File: config.mk
export PLATFORM = sky130hd
export DESIGN_NAME = eep_i2c_target
export DESIGN_NICKNAME = d
export VERILOG_FILES = /design/src/rtl/eep_pkg.sv /design/src/rtl/eep_line_sync.sv /design/src/rtl/eep_addr_ctr.sv /design/src/rtl/eep_i2c_target.sv
export SDC_FILE = /design/constraint.sdc
export NUM_CORES = 1
export LEC_CHECK = 0
export BUFFER_PORTS_ARGS = -buffer_cell sky130_fd_sc_hd__buf_2
export CAP_MARGIN = 20
export CORE_ASPECT_RATIO = 0.75
export CORE_UTILIZATION = 40
export CTS_BUF_LIST = sky130_fd_sc_hd__clkbuf_4 sky130_fd_sc_hd__clkbuf_8 sky130_fd_sc_hd__clkbuf_16
export DETAILED_ROUTE_END_ITERATION = 8
export SLEW_MARGIN = 20
export SYNTH_ARGS = -nofsm -noshare
export SYNTH_HDL_FRONTEND = slang
export SYNTH_SLANG_ARGS = --single-unit
File: constraint.sdc
create_clock -name clk -period 3 [get_ports clk]
set_input_delay 0.6 -clock clk [delete_from_list [all_inputs] [get_ports clk]]
set_output_delay 0.6 -clock clk [all_outputs]
set_load 0.01 [all_outputs]
File: src/rtl/eep_pkg.sv
package eep_pkg;
  typedef enum logic [2:0] {
    ST_IDLE,
    ST_SEL,
    ST_AHI,
    ST_ALO,
    ST_WDAT,
    ST_RD
  } eep_state_e;
endpackage

File: src/rtl/eep_line_sync.sv
module eep_line_sync #(
  parameter int STAGES = 2
) (
  input  logic clk,
  input  logic rst_n,
  input  logic scl_i,
  input  logic sda_i,
  output logic scl_o,
  output logic sda_o,
  output logic scl_rise_o,
  output logic scl_fall_o,
  output logic start_o,
  output logic stop_o
);
  logic [STAGES-1:0] scl_p, sda_p;
  logic              scl_q, sda_q;

  always_ff @(posedge clk or negedge rst_n) begin
    if (!rst_n) begin
      scl_p <= '1;
      sda_p <= '1;
      scl_q <= 1'b1;
      sda_q <= 1'b1;
    end else begin
      scl_p <= {scl_p[STAGES-2:0], scl_i};
      sda_p <= {sda_p[STAGES-2:0], sda_i};
      scl_q <= scl_p[STAGES-1];
      sda_q <= sda_p[STAGES-1];
    end
  end

  assign scl_o      = scl_p[STAGES-1];
  assign sda_o      = sda_p[STAGES-1];
  assign scl_rise_o = scl_o & ~scl_q;
  assign scl_fall_o = ~scl_o & scl_q;
  assign start_o    = scl_o & scl_q & sda_q & ~sda_o;
  assign stop_o     = scl_o & scl_q & ~sda_q & sda_o;
endmodule

File: src/rtl/eep_addr_ctr.sv
module eep_addr_ctr #(
  parameter int ADDR_W = 15,
  parameter int PAGE_W = 6
) (
  input  logic              clk,
  input  logic              rst_n,
  input  logic              load,
  input  logic [ADDR_W-1:0] load_val,
  input  logic              inc_page,
  input  logic              inc_full,
  output logic [ADDR_W-1:0] addr_o
);
  localparam logic [ADDR_W-1:0] FULL_ONE = ADDR_W'(1);

  logic [ADDR_W-1:0] addr_q, page_nxt;

  generate
    if (PAGE_W >= ADDR_W) begin : g_flat
      assign page_nxt = addr_q + FULL_ONE;
    end else begin : g_row
      localparam logic [PAGE_W-1:0] PAGE_ONE = PAGE_W'(1);
      assign page_nxt = {addr_q[ADDR_W-1:PAGE_W], addr_q[PAGE_W-1:0] + PAGE_ONE};

      assert_page_row_R5: assert property (@(posedge clk) disable iff (!rst_n)
        (inc_page && !load) |=> addr_q[ADDR_W-1:PAGE_W] == $past(addr_q[ADDR_W-1:PAGE_W]));
    end
  endgenerate

  always_ff @(posedge clk or negedge rst_n) begin
    if (!rst_n)        addr_q <= '0;
    else if (load)     addr_q <= load_val;
    else if (inc_page) addr_q <= page_nxt;
    else if (inc_full) addr_q <= addr_q + FULL_ONE;
  end

  assign addr_o = addr_q;

  assert_read_rollover_R9: assert property (@(posedge clk) disable iff (!rst_n)
    (inc_full && !load && !inc_page && (&addr_q)) |=> addr_q == '0);
endmodule

File: src/rtl/eep_i2c_target.sv
module eep_i2c_target #(
  parameter int         ADDR_W      = 15,
  parameter int         PAGE_W      = 6,
  parameter int         SYNC_STAGES = 2,
  parameter logic [3:0] DEV_TYPE    = 4'b1010
) (
  input  logic              clk,
  input  logic              rst_n,
  input  logic              scl_i,
  input  logic              sda_i,
  output logic              sda_low_o,
  input  logic [2:0]        chip_en_i,
  input  logic              wr_protect_i,
  input  logic              wcycle_busy_i,
  output logic              wr_valid_o,
  input  logic              wr_ready_i,
  output logic [ADDR_W-1:0] wr_addr_o,
  output logic [7:0]        wr_data_o,
  output logic              wr_commit_o,
  output logic [ADDR_W-1:0] rd_addr_o,
  input  logic [7:0]        rd_data_i
);
  import eep_pkg::*;

  logic scl_s, sda_s, scl_rise, scl_fall, start_w, stop_w;

  eep_line_sync #(.STAGES(SYNC_STAGES)) u_sync (
    .clk(clk), .rst_n(rst_n), .scl_i(scl_i), .sda_i(sda_i),
    .scl_o(scl_s), .sda_o(sda_s), .scl_rise_o(scl_rise),
    .scl_fall_o(scl_fall), .start_o(start_w), .stop_o(stop_w)
  );

  eep_state_e  st_q, nxt_q, target;
  logic [3:0]  bit_q;
  logic [7:0]  rx_q, tx_q, ahi_q, wdat_q;
  logic [7:0]  rx_next;
  logic        ack_q, sda_low_q, wvalid_q, commit_q, armed_q, mack_q;
  logic        sel_match;
  logic        ld, inc_page, inc_full;
  logic [ADDR_W-1:0] addr;

  assign rx_next   = {rx_q[6:0], sda_s};
  assign sel_match = (rx_next[7:4] == DEV_TYPE) && (rx_next[3:1] == chip_en_i) && !wcycle_busy_i;

  wire   live      = !start_w && !stop_w && (st_q != ST_IDLE);
  assign ld        = live && scl_rise && (st_q == ST_ALO) && (bit_q == 4'd7);
  assign inc_full  = live && scl_rise && (st_q == ST_RD) && (bit_q == 4'd7);
  assign inc_page  = wvalid_q && wr_ready_i;

  eep_addr_ctr #(.ADDR_W(ADDR_W), .PAGE_W(PAGE_W)) u_addr (
    .clk(clk), .rst_n(rst_n), .load(ld), .load_val(ADDR_W'({ahi_q, rx_next})),
    .inc_page(inc_page), .inc_full(inc_full), .addr_o(addr)
  );

  always_comb begin
    if (st_q == ST_RD) target = mack_q ? ST_RD : ST_IDLE;
    else               target = nxt_q;
  end

  always_ff @(posedge clk or negedge rst_n) begin
    if (!rst_n) begin
      st_q      <= ST_IDLE;
      nxt_q     <= ST_IDLE;
      bit_q     <= '0;
      rx_q      <= '0;
      tx_q      <= '0;
      ahi_q     <= '0;
      wdat_q    <= '0;
      ack_q     <= 1'b0;
      sda_low_q <= 1'b0;
      wvalid_q  <= 1'b0;
      commit_q  <= 1'b0;
      armed_q   <= 1'b0;
      mack_q    <= 1'b0;
    end else begin
      wvalid_q <= 1'b0;
      commit_q <= 1'b0;
      if (start_w) begin
        st_q      <= ST_SEL;
        bit_q     <= '0;
        sda_low_q <= 1'b0;
        armed_q   <= 1'b0;
      end else if (stop_w) begin
        st_q      <= ST_IDLE;
        bit_q     <= '0;
        sda_low_q <= 1'b0;
        commit_q  <= armed_q;
        armed_q   <= 1'b0;
      end else if (st_q != ST_IDLE) begin
        if (scl_rise) begin
          if (bit_q < 4'd8) begin
            bit_q <= bit_q + 4'd1;
            rx_q  <= rx_next;
            if (bit_q == 4'd7) begin
              case (st_q)
                ST_SEL: begin
                  ack_q <= sel_match;
                  if (!sel_match)     nxt_q <= ST_IDLE;
                  else if (rx_next[0]) nxt_q <= ST_RD;
                  else                 nxt_q <= ST_AHI;
                end
                ST_AHI: begin
                  ack_q <= 1'b1;
                  ahi_q <= rx_next;
                  nxt_q <= ST_ALO;
                end
                ST_ALO: begin
                  ack_q <= 1'b1;
                  nxt_q <= ST_WDAT;
                end
                ST_WDAT: begin
                  ack_q    <= 1'b0;
                  wvalid_q <= !wr_protect_i;
                  wdat_q   <= rx_next;
                  nxt_q    <= ST_WDAT;
                end
                default: begin
                  ack_q <= 1'b0;
                  nxt_q <= ST_RD;
                end
              endcase
            end
          end else if (bit_q == 4'd8) begin
            bit_q  <= 4'd9;
            mack_q <= !sda_s;
          end
        end else if (scl_fall) begin
          armed_q <= 1'b0;
          if (bit_q == 4'd8) begin
            sda_low_q <= ack_q;
          end else if (bit_q == 4'd9) begin
            bit_q   <= '0;
            st_q    <= target;
            armed_q <= (st_q == ST_WDAT) && ack_q;
            if (target == ST_RD) begin
              tx_q      <= rd_data_i;
              sda_low_q <= ~rd_data_i[7];
            end else begin
              sda_low_q <= 1'b0;
            end
          end else if (st_q == ST_RD && bit_q != 4'd0) begin
            tx_q      <= {tx_q[6:0], 1'b0};
            sda_low_q <= ~tx_q[6];
          end
        end
        if (inc_page) ack_q <= 1'b1;
      end
    end
  end

  assign sda_low_o   = sda_low_q;
  assign wr_valid_o  = wvalid_q;
  assign wr_data_o   = wdat_q;
  assign wr_addr_o   = addr;
  assign rd_addr_o   = addr;
  assign wr_commit_o = commit_q;

  assert_idle_released_R1: assert property (@(posedge clk) disable iff (!rst_n)
    (st_q == ST_IDLE) |-> !sda_low_q);

  assert_sda_moves_low_R2: assert property (@(posedge clk) disable iff (!rst_n)
    ($past(!start_w && !stop_w) && (sda_low_q != $past(sda_low_q))) |-> !scl_s);

  assert_offer_in_ack_slot_R5: assert property (@(posedge clk) disable iff (!rst_n)
    wvalid_q |-> (st_q == ST_WDAT && bit_q == 4'd8));

  assert_protect_blocks_R6: assert property (@(posedge clk) disable iff (!rst_n)
    wvalid_q |-> $past(!wr_protect_i));

  assert_commit_on_stop_R8: assert property (@(posedge clk) disable iff (!rst_n)
    commit_q |-> (st_q == ST_IDLE && !sda_low_q));
endmodule

==> results of run 1 <==
==> cell type report <==
class                   count  area [sq um]
clock inverters             7         53.80
inverters                   7         26.28
clock buffers               9         225.2
multi-input cells         242          1683
flip-flops and latches     66          1659
well taps                 108         135.1
repair buffers             65         342.8
fillers                   788          4402
==> critical path, delay by kind of cell, from the launching register on <==
kind | cells | cell delay, ns
AND/OR/NAND/NOR | 3 | 0.69
AO/OA/AOI/OAI | 2 | 0.53
buffers and inverters | 1 | 0.35
adder cells (fa/ha/maj) | 1 | 0.32
flip-flops | 1 | 0.56
==> cells in the final DEF, fill, tap and decap left out, types with 3 or more instances in the layout <==
| cell type | synthesis | final |
|---|---|---|
| xnor2_1 | 5 | 5 |
| a31oi_1 | 5 | 5 |
| nand2b_1 | 5 | 5 |
| and4b_1 | 3 | 3 |
| buf_4 | 17 | 7 |
| ha_1 | 7 | 7 |
| nor3_1 | 8 | 8 |
| nand2_1 | 31 | 31 |
| nor2b_1 | 3 | 3 |
| o21ai_0 | 12 | 12 |
| mux2_2 | 34 | 34 |
| o21ai_1 | 8 | 8 |
| a21oi_1 | 19 | 19 |
| nor3b_1 | 4 | 4 |
| nor2_1 | 26 | 26 |
| mux2i_1 | 3 | 3 |
| buf_2 | 8 | 58 |
| nand3b_1 | 3 | 3 |
| dfrtp_1 | 60 | 60 |
| dfstp_2 | 6 | 6 |
| nand4_1 | 6 | 6 |
| clkinvlp_4 | 0 | 3 |
| nand3_1 | 13 | 13 |
| inv_1 | 7 | 7 |
| clkbuf_16 | 0 | 9 |
| nor4_1 | 4 | 4 |
==> through the flow <==
| stage | hold slack [ns] | utilization | worst slack, ns | instances | total power, mW |
|---|---|---|---|---|---|
| after floorplan | 0.3044 | - | 0.9646 | 343 | 1.039 |
| after CTS | 0.3588 | 0.4838 | 0.5124 | 504 | 2.090 |
| after detailed placement | 0.3506 | 0.4511 | 0.5361 | 488 | 1.110 |
| after global placement | 0.3460 | 0.4511 | 0.6171 | 488 | 1.106 |
| after global routing | 0.3591 | 0.4838 | 0.2621 | 504 | 2.151 |
| final | 0.3580 | 0.4838 | 0.4846 | 504 | 2.066 |
==> worst max path at each step <==
stage	to	startpoint
6_report	u_addr.addr_o[7]	u_sync.scl_p[1]
5_1_grt	u_addr.addr_o[2]	u_sync.scl_p[1]
3_5_place_dp	u_addr.addr_o[2]	u_sync.scl_p[1]
4_1_cts	u_addr.addr_o[2]	u_sync.scl_p[1]
2_1_floorplan	u_addr.addr_o[10]	u_sync.scl_p[1]
3_3_place_gp	u_addr.addr_o[7]	u_sync.scl_p[1]
==> flip-flops by register name, summed over array words and instances (netlist names), 3 cells and up <==
name,cells
ahi_q,7
bit_q,4
nxt_q,3
rx_q,7
st_q,3
tx_q,7
u_addr.addr_o,15
wr_data_o,8
==> cell families after synthesis <==
family / synth area share
AOI/OAI and AO/OA: 0.1295
xor gates and xnor gates: 0.01725
adders and majority gates: 0.02464
buffers and inverters: 0.05984
DFF: 0.4667
muxes: 0.1162
and+or+nand+nor: 0.1859
==> routing by layer <==
| metal | up-vias | share of wire | GRT usage |
|---|---|---|---|
| met4 | 0 | 0.010 | 0.05333 |
| li1 | 1341 | - | - |
| met3 | 8 | 0.043 | 0.03631 |
| met5 | - | 0 | 0 |
| met2 | 86 | 0.45 | 0.2823 |
| met1 | 1409 | 0.50 | 0.2801 |
==> power groups by stage <==
| stage | Sequential (mW) | Combinational [mW] | Clock [mW] |
|---|---|---|---|
| 6_report | 0.967 | 0.126 | 0.973 |
| 3_3_place_gp | 0.981 | 0.126 | 0 |
| 4_1_cts | 0.967 | 0.128 | 0.995 |
| 3_5_place_dp | 0.983 | 0.127 | 0 |
| 2_1_floorplan | 0.958 | 0.0809 | 0 |
| 5_1_grt | 0.970 | 0.141 | 1.04 |
==> impl_metrics.py, run 1 <==
metrics = {
    "status": {
        "status": "complete, no violations",
    },
    "clock_tree": {
        "cts_buffers": 9,
        "clkTransAtPathRegs_ns": 0.06,
        "cts_tree": "yes",
        "cts_sinks": 66,
        "cts_root_buf": "clkbuf_16",
        "cts.hold.buffers_added": 0,
        "cts_resized": 0,
        "clock_latency_ns": 0.33,
        "htreeDepth": 3,
        "postCtsSetupRepairBufs": 0,
        "clk_path_buf_depth": 2,
    },
    "layout": {
        "synthToLayoutAreaGrowth_pct": 16.05,
        "fin_area_sq_um": 4125,
        "drive_gt1_frac": 0.3333,
        "n_antenna_cell": 0,
        "num-nets-final": 416,
    },
    "placement": {
        "globalplace.congestion": 0.8927,
        "port_buffers": 58,
        "dp_hpwl_mm": 5.816,
        "placed_area_sq_um": 3846,
    },
    "routing": {
        "ant_nets": 0,
        "vias": 2844,
        "avgViaCountPerCell": 5.643,
        "remaining_drc_errors": 0,
        "drt_first_pass_iters": 5,
        "post_drt_wl_per_cell_microns": 16.52,
        "wirelength_mm": 8.324,
        "drt_iter0_drc": 200,
    },
    "setup_path": {
        "crit_chain": "ha_1 > and4b_1 > o2111ai_1 > buf_4 > nor4bb_1 > a21oi_1 > nand2_1",
        "worstSetupPathType": "flop to flop",
        "cp.required_ns": 3.26,
        "worstRegToRegCells": 7,
        "reg2reg_to": "u_addr.addr_o[7]",
        "critPathArrivalTime_ns": 2.78,
        "max_stage_delay_ns": 0.56,
        "rrSetupSlack_ns": 0.48,
        "regToRegStartpoint": "u_sync.scl_p[1]",
        "slowest_stage": "dfstp_2",
        "end_kind": "flop",
        "start_kind": "flop",
        "crit_path_max_fanout": 11,
    },
    "synth": {
        "synth_top_cells_by_area": "dfrtp_1, mux2_2, dfstp_2",
        "synthArstFlopShare": 1.000,
        "ys_ff_latch": 66,
        "synth_top_area_cell": "dfrtp_1",
        "syn-num-nets": 368,
        "avgSynthCellArea_sq_um": 10.36,
        "synth_area_sq_um": 3555,
        "synthCells": 343,
        "yosysWarnings": 0,
        "ys_types": 59,
        "synth_common_cells": "dfrtp_1, mux2_2, nand2_1",
        "synth_edf_count": 0,
        "synth_most_common_cell": "dfrtp_1",
        "ys_seq_area_frac": 0.4667,
        "ys.flop_type": "dfrtp_1",
        "yosys.area.top_type_share": 0.4224,
    },
    "power_and_ir_drop": {
        "swShare": 0.2552,
        "power.internal_mw": 1.539,
        "ir_drop_mv": 0.2947,
        "clockPowerShare": 0.471,
        "leakage_nw": 1.910,
        "p_per_area_nw_per_um2": 500.9,
        "seqPwrFrac": 0.468,
        "p_comb_frac": 0.061,
        "p_sw_mw": 0.5273,
    },
    "worst_hold_path": {
        "min_to": "u_sync.scl_p[1]",
        "hold_depth": 0,
        "hold_path.class": "flop to flop",
        "hold_start": "u_sync.scl_p[0]",
    },
    "floorplan": {
        "die_height_microns": 83.64,
        "dieArea_sq_um": 9271,
        "io_pins": 59,
        "die_x_microns": 110.9,
        "rows": 29,
        "initial_utilization": 0.4169,
        "core_sq_um": 8527,
    },
    "sta": {
        "rsz0062_at_grt": "false",
        "slew_headroom": 0.3843,
        "finalHoldViolCount": 0,
        "setup_viol": 0,
        "slew_violations": 0,
        "period_share": 0.8385,
        "worst_pin_slew_ns": 0.9226,
        "fmax_ghz": 0.3976,
        "tns_ns": 0,
        "skew_ns": 0.005948,
        "fin_crit_ns": 2.515,
    },
    "flow_run": {
        "maxCapViolCount": 0,
    },
    "global_route": {
        "gr-total-overflow": 0,
        "grt_start_max_net_pins": 67,
        "grt_pass1_wl_mm": 14.01,
        "antenna_found_initial": 0,
        "first_global_vias": 2725,
        "grt_use_total": 0.1896,
    },
}
No activity file was read; power rests on OpenSTA's default activity.
==> inputs of run 2 (changes only) <==
- clock period: 3 -> 2.6 ns (I/O delays scaled with it)
==> impl_metrics.py, run 2 (synthesis results as in run 1) <==
metrics = {
    "layout": {
        "n_antenna_cell": 0,
        "num-nets-final": 421,
        "multiInputGateArea_sq_um": 1683,
        "final_common_cell": "dfrtp_1",
        "fillCellCount": 763,
        "synthToLayoutAreaGrowth_pct": 18.37,
        "most-common-layout-cells": "dfrtp_1, buf_2, mux2_2",
        "largest_register_ffs": 15,
        "drive_gt1_frac": 0.3416,
        "layout.area.seq_sq_um": 1659,
    },
    "setup_path": {
        "max_stage_delay_ns": 0.55,
        "critPathArrivalTime_ns": 2.49,
        "crit_chain": "ha_1 > and4b_1 > o21ai_2 > nor3_4 > mux2_2",
        "slowest_stage": "dfstp_2",
        "end_kind": "flop",
        "regToRegStartpoint": "u_sync.scl_p[1]",
        "worstRegToRegCells": 5,
        "worstSetupPathType": "flop to flop",
        "crit_path_max_fanout": 10,
        "cp.required_ns": 2.81,
        "start_kind": "flop",
        "reg2reg_to": "ahi_q[0]",
        "rrSetupSlack_ns": 0.32,
    },
    "floorplan": {
        "die_x_microns": 110.9,
        "rows": 29,
        "initial_utilization": 0.4169,
        "die_height_microns": 83.64,
        "io_pins": 59,
        "dieArea_sq_um": 9271,
        "core_sq_um": 8527,
    },
    "power_and_ir_drop": {
        "leakage_nw": 1.964,
        "p_sw_mw": 0.5822,
        "clockPowerShare": 0.509,
        "swShare": 0.2257,
        "p_total_mw": 2.580,
        "seqPwrFrac": 0.435,
        "p_per_area_nw_per_um2": 613.1,
        "power.internal_mw": 1.998,
        "p_comb_frac": 0.056,
        "ir_drop_mv": 0.2783,
    },
    "global_route": {
        "grt_start_max_net_pins": 67,
        "antenna_found_initial": 0,
        "grt_use_total": 0.1928,
        "grt_pass1_wl_mm": 14.23,
        "gr-total-overflow": 0,
        "first_global_vias": 2796,
    },
    "clock_tree": {
        "postCtsSetupRepairBufs": 0,
        "cts_resized": 0,
        "cts_tree": "yes",
        "cts_sinks": 66,
        "htreeDepth": 3,
        "cts_root_buf": "clkbuf_16",
        "cts.hold.buffers_added": 0,
        "clk_path_buf_depth": 2,
        "cts_buffers": 9,
        "clock_latency_ns": 0.33,
        "clkTransAtPathRegs_ns": 0.05,
    },
    "sta": {
        "skew_ns": 0.008914,
        "rsz0062_at_grt": "false",
        "finalHoldViolCount": 0,
        "fin_crit_ns": 2.284,
        "slew_headroom": 0.4374,
        "worst_pin_slew_ns": 0.8439,
        "fmax_ghz": 0.4378,
        "slew_violations": 0,
        "period_share": 0.8786,
        "tns_ns": 0,
        "setup_viol": 0,
    },
    "placement": {
        "globalplace.congestion": 0.8887,
        "port_buffers": 58,
        "dp_hpwl_mm": 5.774,
    },
    "routing": {
        "ant_nets": 0,
        "remaining_drc_errors": 0,
        "drt_first_pass_iters": 5,
        "wirelength_mm": 8.289,
        "vias": 2892,
        "post_drt_wl_per_cell_microns": 16.28,
        "drt_iter0_drc": 160,
        "avgViaCountPerCell": 5.682,
    },
    "worst_hold_path": {
        "min_to": "u_sync.sda_p[0]",
        "hold_path.class": "input port to flop",
        "hold_depth": 1,
        "hold_start": "sda_i",
    },
    "flow_run": {
        "maxCapViolCount": 0,
    },
    "status": {
        "status": "complete, no violations",
    },
}
## run 2: metal layers
layer,vias up,share of wire,track usage
met1,1441,0.49,0.2850
li1,1350,-,-
met5,-,0,0
met4,0,0.0088,0.05212
met2,94,0.45,0.2801
met3,7,0.053,0.04720
## run 2: critical path, delay by kind of cell, from the launching register on
family | cells | cell delay, ns
simple gates | 2 | 0.73
flops | 1 | 0.55
mux | 1 | 0.39
fa+ha+maj | 1 | 0.32
compound gates | 1 | 0.17
## run 2: metrics by stage
stage	hold slack, ns	cells	setup WS [ns]	utilization	area [sq um]
6_report	0.2928	509	0.3156	0.4935	4208
5_1_grt	0.2807	509	0.1757	0.4935	4208
4_1_cts	0.2793	509	0.3296	0.4935	4208
3_5_place_dp	0.3469	493	0.3446	0.4555	3884
3_3_place_gp	0.3457	493	0.3974	0.4555	3884
2_1_floorplan	0.2244	343	0.5646	-	3555
## run 2: how the worst max path moves through the flow
stage | start | endpoint | depth (start not counted)
finish | u_sync.scl_p[1] | ahi_q[0] | 5
global route | u_sync.scl_p[1] | ahi_q[2] | 5
CTS | u_sync.scl_p[1] | ahi_q[5] | 5
detailed placement | u_sync.scl_p[1] | ahi_q[5] | 5
global placement | u_sync.scl_p[1] | ahi_q[3] | 5
floorplan | u_sync.scl_p[1] | u_addr.addr_o[10] | 8
## run 2: final cells by class
cell class / instances / area share
inverter: 7 / 0.006244
sequential: 66 / 0.3943
multi-input combinational: 242 / 0.3999
clock inverter: 5 / 0.01844
timing repair buffer: 70 / 0.09040
clock buffer: 11 / 0.05858
tap: 108 / 0.03211
## run 2: power groups by stage
stage          sequential, mW  combinational (mW)  clock, mW
2_1_floorplan            1.11              0.0933          0
3_3_place_gp             1.14               0.141          0
3_5_place_dp             1.14               0.145          0
4_1_cts                  1.12               0.146       1.35
5_1_grt                  1.13               0.164       1.40
6_report                 1.12               0.144       1.31
==> inputs of run 3 (changes only) <==
- clock period: 2.6 -> 2.4 ns (I/O delays scaled with it)
==> impl_metrics.py, run 3 (synthesis results as in run 1) <==
metrics = {
    "status": {
        "status": "complete, no violations",
    },
    "layout": {
        "multiInputGateArea_sq_um": 1683,
        "synthToLayoutAreaGrowth_pct": 19.22,
        "most-common-layout-cells": "dfrtp_1, buf_2, mux2_2",
        "num-nets-final": 424,
        "fin_area_sq_um": 4238,
        "drive_gt1_frac": 0.3465,
        "fillCellCount": 794,
        "layout.area.seq_sq_um": 1659,
        "n_antenna_cell": 0,
        "final_common_cell": "dfrtp_1",
        "largest_register_ffs": 15,
    },
    "power_and_ir_drop": {
        "p_per_area_nw_per_um2": 652.0,
        "power.internal_mw": 2.129,
        "swShare": 0.2295,
        "p_total_mw": 2.763,
        "p_comb_frac": 0.058,
        "ir_drop_mv": 0.2958,
        "p_sw_mw": 0.6341,
        "seqPwrFrac": 0.436,
        "leakage_nw": 1.974,
        "clockPowerShare": 0.506,
    },
    "setup_path": {
        "crit_path_max_fanout": 10,
        "slowest_stage": "nor3_2",
        "crit_chain": "ha_1 > and4b_1 > o21ai_2 > nor3_2 > o21ai_0 > a22oi_1",
        "max_stage_delay_ns": 0.65,
        "cp.required_ns": 2.64,
        "end_kind": "flop",
        "start_kind": "flop",
        "critPathArrivalTime_ns": 2.47,
        "worstSetupPathType": "flop to flop",
    },
    "global_route": {
        "grt_use_total": 0.1925,
        "antenna_found_initial": 0,
        "grt_pass1_wl_mm": 14.18,
        "grt-busiest-layer": "met1",
        "grt_start_max_net_pins": 28,
        "grtUsageMet2": 0.2716,
        "gr-total-overflow": 0,
        "first_global_vias": 2716,
        "grtUsageMet3": 0.04503,
        "gr-usage-met1": 0.2932,
    },
    "floorplan": {
        "io_pins": 59,
        "initial_utilization": 0.4169,
        "core_sq_um": 8527,
        "die_x_microns": 110.9,
        "rows": 29,
        "die_height_microns": 83.64,
        "dieArea_sq_um": 9271,
    },
    "clock_tree": {
        "cts_root_buf": "clkbuf_16",
        "cts.hold.buffers_added": 0,
        "postCtsSetupRepairBufs": 0,
        "htreeDepth": 3,
        "cts_tree": "yes",
        "cts_resized": 0,
        "clkTransAtPathRegs_ns": 0.06,
        "cts_sinks": 66,
        "clock_latency_ns": 0.33,
        "clk_path_buf_depth": 2,
        "cts_buffers": 9,
    },
    "sta": {
        "setup_viol": 0,
        "tns_ns": 0,
        "finalHoldViolCount": 0,
        "slew_violations": 0,
        "skew_ns": 0.004845,
        "final.setup.worst_slack_ns": 0.1736,
        "fmax_ghz": 0.4491,
        "slew_headroom": 0.5111,
        "period_share": 0.9277,
        "worst_pin_slew_ns": 0.7294,
        "rsz0062_at_grt": "false",
        "whs_ns": 0.1788,
        "fin_crit_ns": 2.226,
    },
    "placement": {
        "dp_hpwl_mm": 5.822,
        "dp_slack_ns": 0.2366,
        "placed_area_sq_um": 3919,
        "port_buffers": 58,
        "globalplace.congestion": 0.8894,
    },
    "routing": {
        "drt_first_pass_iters": 4,
        "post_drt_wl_per_cell_microns": 16.07,
        "drt_iter0_drc": 209,
        "wirelength_mm": 8.227,
        "vias": 2826,
        "remaining_drc_errors": 0,
        "avgViaCountPerCell": 5.520,
        "ant_nets": 0,
    },
    "worst_hold_path": {
        "hold_path.class": "input port to asynchronous set/reset pin",
    },
    "flow_run": {
        "maxCapViolCount": 0,
    },
}
-- run 3: through the flow --
step | std cells | utilization
floorplan | 343 | -
global placement | 496 | 0.4596
detailed placement | 496 | 0.4596
CTS | 512 | 0.4970
global route | 512 | 0.4970
finish | 512 | 0.4970
-- run 3: final cells by class --
cell class / instances / share of cell area
inverter: 7 / 0.006200
clock inverter: 7 / 0.02214
multi-input combinational: 242 / 0.3971
clock buffer: 9 / 0.05314
sequential: 66 / 0.3915
timing repair buffer: 73 / 0.09802
tap: 108 / 0.03189
-- run 3: routing by layer --
layer	routed length [microns]	up-vias
met5	0	-
met4	43	0
met3	384	4
met2	3674	69
met1	4125	1396
li1	-	1357
-- run 3: final timing paths --
path / start / to / slack [ns] / cells after the start
setup / recovery: u_sync.scl_p[1] / u_addr.addr_o[2] / 0.17 / 6
hold / removal: rst_n / bit_q[2] / 0.18 / 1
setup reg to reg: u_sync.scl_p[1] / u_addr.addr_o[2] / 0.17 / 6
hold reg to reg: u_sync.sda_p[0] / u_sync.sda_p[1] / 0.35 / 0
max in group asynchronous: rst_n / u_addr.addr_o[1] / 1.57 / 2
min in group clk: scl_i / u_sync.scl_p[0] / 0.25 / 1
-- run 3: worst max-delay path, delay by kind of cell, from the launching register on --
| family | cells | cell delay [ns] |
|---|---|---|
| fa+ha+maj | 1 | 0.19 |
| simple gates | 2 | 0.91 |
| compound gates | 3 | 0.49 |
| flops | 1 | 0.55 |
-- run 3: power by group through the flow --
stage,clock network [mW],logic (mW),registers (mW)
6_report,1.40,0.159,1.21
5_1_grt,1.48,0.178,1.21
4_1_cts,1.43,0.162,1.21
3_5_place_dp,0,0.161,1.23
3_3_place_gp,0,0.158,1.22
2_1_floorplan,0,0.101,1.20
